### src/rtl/ddc_buf_pkg.sv
package ddc_buf_pkg;

    localparam int HOST_WORD_W = 32;
    localparam int DATA_LSB    = 0;
    localparam int DIR_BIT     = 8;
    localparam int INDEX_LSB   = 16;
    localparam int INDEX_FW    = 8;
    localparam int LOAD_BIT    = 31;

    typedef enum logic [1:0] {
        PS_WRITE  = 2'd0,
        PS_PRIME  = 2'd1,
        PS_STREAM = 2'd2
    } ptr_state_e;

    typedef struct packed {
        logic                load;
        logic [INDEX_FW-1:0] index;
        logic                rd_dir;
        logic [7:0]          data;
    } host_cmd_t;

    function automatic host_cmd_t unpack_word(input logic [HOST_WORD_W-1:0] w);
        host_cmd_t c;
        c.load   = w[LOAD_BIT];
        c.index  = w[INDEX_LSB +: INDEX_FW];
        c.rd_dir = w[DIR_BIT];
        c.data   = w[DATA_LSB +: 8];
        return c;
    endfunction

endpackage

### src/rtl/ddc_host_decode.sv
module ddc_host_decode
    import ddc_buf_pkg::*;
#(
    parameter int IDX_W = 5
) (
    input  logic [HOST_WORD_W-1:0] host_wword,
    input  logic                   host_we,
    input  logic                   host_re,
    input  logic                   eng_we,
    input  logic                   eng_re,
    input  logic                   soft_rst,
    output logic                   hw_ok,
    output logic                   hr_ok,
    output logic                   cmd_load,
    output logic                   cmd_rd_dir,
    output logic [IDX_W-1:0]       cmd_index,
    output logic [7:0]             cmd_data
);

    host_cmd_t cmd;

    always_comb begin
        cmd        = unpack_word(host_wword);
        cmd_load   = cmd.load;
        cmd_rd_dir = cmd.rd_dir;
        cmd_index  = cmd.index[IDX_W-1:0];
        cmd_data   = cmd.data;
        // engine owns the write port; soft reset drops host traffic
        hw_ok      = host_we && !eng_we && !soft_rst;
        // engine owns the read port; a host write masks the read
        hr_ok      = host_re && !host_we && !eng_re && !soft_rst;
    end

endmodule

### src/rtl/ddc_ptr_ctrl.sv
module ddc_ptr_ctrl
    import ddc_buf_pkg::*;
#(
    parameter int IDX_W = 5
) (
    input  logic             clk,
    input  logic             rst_n,
    input  logic             soft_rst,
    input  logic             hw_ok,
    input  logic             hr_ok,
    input  logic             cmd_load,
    input  logic             cmd_rd_dir,
    input  logic [IDX_W-1:0] cmd_index,
    output logic [IDX_W-1:0] ptr_q,
    output logic [IDX_W-1:0] store_addr,
    output logic             store_en,
    output ptr_state_e       state_q
);

    localparam logic [IDX_W-1:0] ONE = IDX_W'(1);

    ptr_state_e       state_d;
    logic [IDX_W-1:0] ptr_d;
    logic [IDX_W-1:0] base;

    // state register
    always_ff @(posedge clk or negedge rst_n) begin
        if (!rst_n) begin
            state_q <= PS_WRITE;
        end else begin
            state_q <= state_d;
        end
    end

    // next state
    always_comb begin
        state_d = state_q;
        if (soft_rst) begin
            state_d = PS_WRITE;
        end else begin
            unique case (state_q)
                PS_WRITE, PS_STREAM: begin
                    if (hw_ok && !cmd_rd_dir)            state_d = PS_WRITE;
                    else if (hw_ok && cmd_load)          state_d = PS_PRIME;
                end
                PS_PRIME: begin
                    if (hw_ok && !cmd_rd_dir)            state_d = PS_WRITE;
                    else if (hw_ok && cmd_load)          state_d = PS_PRIME;
                    else if (hr_ok)                      state_d = PS_STREAM;
                end
                default:                                 state_d = PS_WRITE;
            endcase
        end
    end

    // pointer and store outputs
    always_comb begin
        base       = cmd_load ? cmd_index : ptr_q;
        store_en   = hw_ok && !cmd_rd_dir;
        store_addr = base;
        ptr_d      = ptr_q;
        if (soft_rst) begin
            ptr_d = '0;
        end else if (hw_ok) begin
            if (!cmd_rd_dir)   ptr_d = base + ONE;
            else if (cmd_load) ptr_d = cmd_index;
        end else if (hr_ok) begin
            ptr_d = ptr_q + ONE;
        end
    end

    always_ff @(posedge clk or negedge rst_n) begin
        if (!rst_n) begin
            ptr_q <= '0;
        end else begin
            ptr_q <= ptr_d;
        end
    end

endmodule

### src/rtl/ddc_byte_ram.sv
module ddc_byte_ram #(
    parameter int DEPTH = 32,
    parameter int IDX_W = $clog2(DEPTH)
) (
    input  logic             clk,
    input  logic             rst_n,
    input  logic             eng_we,
    input  logic [IDX_W-1:0] eng_waddr,
    input  logic [7:0]       eng_wdata,
    input  logic             host_st,
    input  logic [IDX_W-1:0] host_waddr,
    input  logic [7:0]       host_wdata,
    input  logic             host_go,
    input  logic [IDX_W-1:0] host_raddr,
    output logic [7:0]       host_rdata,
    input  logic             eng_re,
    input  logic [IDX_W-1:0] eng_raddr,
    output logic [7:0]       eng_rdata
);

    logic [7:0]       mem_q [DEPTH];
    logic             wr_en;
    logic [IDX_W-1:0] wr_addr;
    logic [7:0]       wr_data;
    logic [7:0]       pf_q;
    logic [7:0]       rd_q;
    logic [7:0]       erd_q;

    // single write port, engine first
    always_comb begin
        wr_en   = eng_we || host_st;
        wr_addr = eng_we ? eng_waddr : host_waddr;
        wr_data = eng_we ? eng_wdata : host_wdata;
    end

    always_ff @(posedge clk) begin
        if (wr_en) mem_q[wr_addr] <= wr_data;
    end

    // host read path: prefetch stage in front of the returned byte
    always_ff @(posedge clk or negedge rst_n) begin
        if (!rst_n) begin
            pf_q <= '0;
            rd_q <= '0;
        end else if (host_go) begin
            rd_q <= pf_q;
            pf_q <= mem_q[host_raddr];
        end
    end

    always_ff @(posedge clk or negedge rst_n) begin
        if (!rst_n) begin
            erd_q <= '0;
        end else if (eng_re) begin
            erd_q <= mem_q[eng_raddr];
        end
    end

    assign host_rdata = rd_q;
    assign eng_rdata  = erd_q;

endmodule

### src/rtl/ddc_index_buffer.sv
module ddc_index_buffer
    import ddc_buf_pkg::*;
#(
    parameter int DEPTH = 32,
    parameter int IDX_W = $clog2(DEPTH)
) (
    input  logic                   clk,
    input  logic                   rst_n,
    input  logic                   soft_rst,
    input  logic                   host_we,
    input  logic [HOST_WORD_W-1:0] host_wword,
    input  logic                   host_re,
    output logic [7:0]             host_rdata,
    input  logic                   eng_we,
    input  logic [IDX_W-1:0]       eng_waddr,
    input  logic [7:0]             eng_wdata,
    input  logic                   eng_re,
    input  logic [IDX_W-1:0]       eng_raddr,
    output logic [7:0]             eng_rdata
);

    logic             hw_ok;
    logic             hr_ok;
    logic             cmd_load;
    logic             cmd_rd_dir;
    logic [IDX_W-1:0] cmd_index;
    logic [7:0]       cmd_data;
    logic [IDX_W-1:0] ptr_q;
    logic [IDX_W-1:0] store_addr;
    logic             store_en;
    ptr_state_e       state_q;

    ddc_host_decode #(.IDX_W(IDX_W)) u_dec (
        .host_wword (host_wword),
        .host_we    (host_we),
        .host_re    (host_re),
        .eng_we     (eng_we),
        .eng_re     (eng_re),
        .soft_rst   (soft_rst),
        .hw_ok      (hw_ok),
        .hr_ok      (hr_ok),
        .cmd_load   (cmd_load),
        .cmd_rd_dir (cmd_rd_dir),
        .cmd_index  (cmd_index),
        .cmd_data   (cmd_data)
    );

    ddc_ptr_ctrl #(.IDX_W(IDX_W)) u_ptr (
        .clk        (clk),
        .rst_n      (rst_n),
        .soft_rst   (soft_rst),
        .hw_ok      (hw_ok),
        .hr_ok      (hr_ok),
        .cmd_load   (cmd_load),
        .cmd_rd_dir (cmd_rd_dir),
        .cmd_index  (cmd_index),
        .ptr_q      (ptr_q),
        .store_addr (store_addr),
        .store_en   (store_en),
        .state_q    (state_q)
    );

    ddc_byte_ram #(.DEPTH(DEPTH), .IDX_W(IDX_W)) u_ram (
        .clk        (clk),
        .rst_n      (rst_n),
        .eng_we     (eng_we),
        .eng_waddr  (eng_waddr),
        .eng_wdata  (eng_wdata),
        .host_st    (store_en),
        .host_waddr (store_addr),
        .host_wdata (cmd_data),
        .host_go    (hr_ok),
        .host_raddr (ptr_q),
        .host_rdata (host_rdata),
        .eng_re     (eng_re),
        .eng_raddr  (eng_raddr),
        .eng_rdata  (eng_rdata)
    );

endmodule

### config.mk
export PLATFORM = sky130hd
export DESIGN_NAME = ddc_index_buffer
export DESIGN_NICKNAME = d
export VERILOG_FILES = /design/src/rtl/ddc_buf_pkg.sv /design/src/rtl/ddc_host_decode.sv /design/src/rtl/ddc_ptr_ctrl.sv /design/src/rtl/ddc_byte_ram.sv /design/src/rtl/ddc_index_buffer.sv
export SDC_FILE = /design/constraint.sdc
export NUM_CORES = 1
export LEC_CHECK = 0
export BUFFER_PORTS_ARGS = -buffer_cell sky130_fd_sc_hd__buf_4
export CAP_MARGIN = 20
export CELL_PAD_IN_SITES_DETAIL_PLACEMENT = 1
export CELL_PAD_IN_SITES_GLOBAL_PLACEMENT = 2
export CORE_MARGIN = 2
export CORE_UTILIZATION = 42
export CTS_BUF_LIST = sky130_fd_sc_hd__clkbuf_8
export DETAILED_ROUTE_END_ITERATION = 16
export MAX_ROUTING_LAYER = met4
export PLACE_DENSITY_LB_ADDON = 0.1
export SLEW_MARGIN = 10
export SYNTH_ARGS = -nofsm -noshare
export SYNTH_HDL_FRONTEND = slang
export SYNTH_SLANG_ARGS = --single-unit
### constraint.sdc
create_clock -name clk -period 2.1 [get_ports clk]
set_input_delay 0.105 -clock clk [delete_from_list [all_inputs] [get_ports clk]]
set_output_delay 0.105 -clock clk [all_outputs]
set_load 0.03 [all_outputs]
==> results by group <==
Global routing
  – Vias in the first global route: 9,849
  – Overflow left after global routing: 0
  – Global-route wire length before repair: 64.5 mm
  – GRT Total Usage: 0.270
  – Busiest grt layer: met2
  – GRT met3 Usage: 0.0360
  – Met2 usage: 0.450
  – Initial antenna violation count: 1
  – Met1 GRT Util: 0.348
  – Pin count of the biggest net entering global routing: 39

Power and ir drop
  – Comb power frac: 0.158
  – Clk pwr share: 0.362
  – Switching Fraction: 0.270
  – Leak pwr: 6.22 nW
  – Internal Power: 9.92 mW
  – PwrDens: 800 nW/um^2
  – Worst VDD drop: 0.000426 V
  – Switching Power: 3.67 mW
  – Sequential share of power: 0.480

STA
  – Final setup vio count: 4
  – Max_slew headroom: 0.459
  – Tcrit/Tclk final: 1.03
  – Final hold viol count: 0
  – Clock Skew: 19.2 ps
  – Max Slew Vio Count: 0
  – Final setup margin: -55.8 ps
  – RSZ-0062 raised after global routing: yes
  – Fin crit period: 2160 ps
  – Worst slew pin tran: 812 ps
  – Total negative slack: -142 ps
  – Max Clk Rate: 464 MHz

Clocking
  – Largest buffer count on any clock path: 3
  – Num Clock Sinks: 285
  – H-tree lvl count: 2
  – Worst-path clk slew: 60 ps
  – CTS Buf Count: 51
  – CTS tree: built
  – Clock latency on the worst-skew pair: 610 ps
  – Clock root cell: clkbuf_8

Final layout
  – Most common cell after layout, fill and taps aside: mux2i_1
  – Area grow syn2layout: 21.9%
  – Share of layout cells above drive strength 1: 0.271
  – Final core occ: 0.521
  – N_diodes: 0
  – Nets@finish: 1,212
  – Most frequent cells in the layout: mux2i_1 (261), edfxtp_1 (256), buf_4 (155)

Setup path
  – Critical path arrival: 2650 ps
  – Crit end category: register
  – Setup crit start kind: register
  – Crit path kind: register to register
  – CP Max Fanout: 7
  – Crit path required time: 2590 ps

Floorplanning
  – Starting Density: 0.427
  – Die footprint: 34,700 um^2
  – Die height: 186 um
  – Chip Width: 186 um
  – FP Rows: 66
  – Floorplan core area: 32,600 um^2
  – Ports: 73

Logic synthesis
  – Ys Warns: 0
  – Area leader, netlist: edfxtp_1
  – Syn_nets: 1,039
  – Synth Flop Type: edfxtp_1
  – Mapped Cells: 980
  – EDFF count, synth: 256
  – Post-synthesis register bit count: 285
  – Register area share after synthesis: 0.604
  – Main area contributors after synthesis: edfxtp_1 (55%), mux2i_1 (19%), a22oi_1 (5.2%)
  – Cell variety after synth: 42
  – Synth top area share: 0.552
  – Mapped Area: 13,900 um^2
  – Fraction of synthesis flops using an asynchronous set or reset pin: 0.102
  – Mapped Avg Cell Area: 14.2 um^2

Routing
  – Vias per inst: 5.74
  – Drt pass-1 iters: 5
  – Post-Route WL: 45.1 mm
  – DRC Markers: 0
  – Via count: 9,385
  – DRT iter0 DRCs: 662
  – Routed len/inst: 27.6 um
  – Antenna-violating nets left: 0

Placed design
  – Port buffer count: 55
  – DP HPWL: 29.4 mm
  – RD Place Congestion: 0.848

Outcome
  – Failing checks: setup timing
  – Outcome: finished, violations left

Worst hold path
  – Hold Path Class: input pin to register

Flow run
  – Maxcap violations: 0
-- worst paths after layout --
check | start | end | slack [ps] | depth (start not counted)
min in group asynchronous | rst_n | u_ram.host_rdata[4]$_DFFE_PN0P_ | 560 | 4
max | u_ptr.ptr_q[1]$_DFFE_PN0P_ | u_ram.pf_q[2]$_DFFE_PN0P_ | -60 | 9
min | host_wword[20] | u_ptr.ptr_q[4]$_DFFE_PN0P_ | 100 | 5
max reg2reg | u_ptr.ptr_q[1]$_DFFE_PN0P_ | u_ram.pf_q[2]$_DFFE_PN0P_ | -60 | 9
min reg2reg | u_ram.host_rdata[7]$_DFFE_PN0P_ | u_ram.host_rdata[7]$_DFFE_PN0P_ | 470 | 2
max in group asynchronous | rst_n | u_ptr.ptr_q[1]$_DFFE_PN0P_ | 1310 | 4
-- layer usage --
layer | vias up | share of wire
li1 | 4226 | -
met1 | 4865 | 0.44
met2 | 236 | 0.50
met3 | 58 | 0.044
met4 | 0 | 0.020
met5 | - | 0
-- synth_stat cells, types with 4 or more instances --
cell	count
mux2i_1	262
edfxtp_1	256
a22oi_1	97
a21oi_1	50
nand2_1	50
nor2_1	41
dfrtp_1	29
clkbuf_1	26
mux2_2	21
buf_4	17
a22o_1	16
buf_2	12
a221oi_2	11
nor4_1	9
o22ai_1	9
buf_6	8
o41ai_2	8
nand2b_1	6
nor2b_1	6
a221oi_1	5
buf_1	4
inv_1	4
o21ai_0	4
xnor2_1	4
-- timing repair --
action | in CTS | in global routing
gates cloned | 2 | 1
resized for setup | 23 | 21
endpoints found under the hold margin | 42 | 0
setup endpoints to repair | 42 | 180
pin swaps | 10 | 13
buffers inserted | 3 | 0
hold buffers | 8 | 0
-- through the flow --
step	cell area, um^2	worst slack, ps	cells	power, mW	hold WS [ps]
4_1_cts	16900	-55.0	1634	13.7	49.8
2_1_floorplan	13900	-71.7	980	7.75	-191
5_1_grt	17000	-116	1635	14.1	94.9
3_3_place_gp	15600	-309	1528	8.62	92.0
3_5_place_dp	15600	-301	1528	8.66	101
6_report	17000	-55.8	1635	13.6	99.6
-- final cells by class --
class | count | area, um^2
timing repair buffer | 191 | 1780
clock buffer | 58 | 798
clock inverter | 35 | 161
sequential | 285 | 8420
inverter | 4 | 15.0
multi-input combinational | 620 | 5260
tap | 442 | 553
fill | 3214 | 15600
-- state kept, by name (all words and copies together), names as in the netlist --
register and cells:
u_ram.mem_q 256, u_ram.eng_rdata 8, u_ram.host_rdata 8, u_ram.pf_q 8, u_ptr.ptr_q 5
-- worst max-delay path, cell delays in order (launching register included) --
cell,delay (ps)
dfrtp_4,470
buf_6,150
buf_12,150
buf_6,120
mux2i_1,120
a22o_1,220
a221oi_2,220
buf_4,190
o22ai_2,110
o41ai_2,270
-- cells by family (layout without fill, tap and decap cells) --
group / count (synthesis) / after routing / share of synthesized area
compound gates: 205 / 205 / 0.113
xor+xnor: 5 / 5 / 0.00314
fa+ha+maj: 2 / 2 / 0.00180
buf+inv: 75 / 288 / 0.0325
flops: 285 / 285 / 0.604
mux: 283 / 283 / 0.205
simple gates: 125 / 125 / 0.0407
-- power groups by stage --
stage          logic, mW  registers, mW  clock network (mW)
2_1_floorplan       1.01           6.74                   0
3_3_place_gp        1.99           6.63                   0
3_5_place_dp        2.02           6.64                   0
4_1_cts             2.11           6.52                5.02
5_1_grt             2.27           6.54                5.26
6_report            2.15           6.52                4.92
No activity file was read; power rests on OpenSTA's default activity.
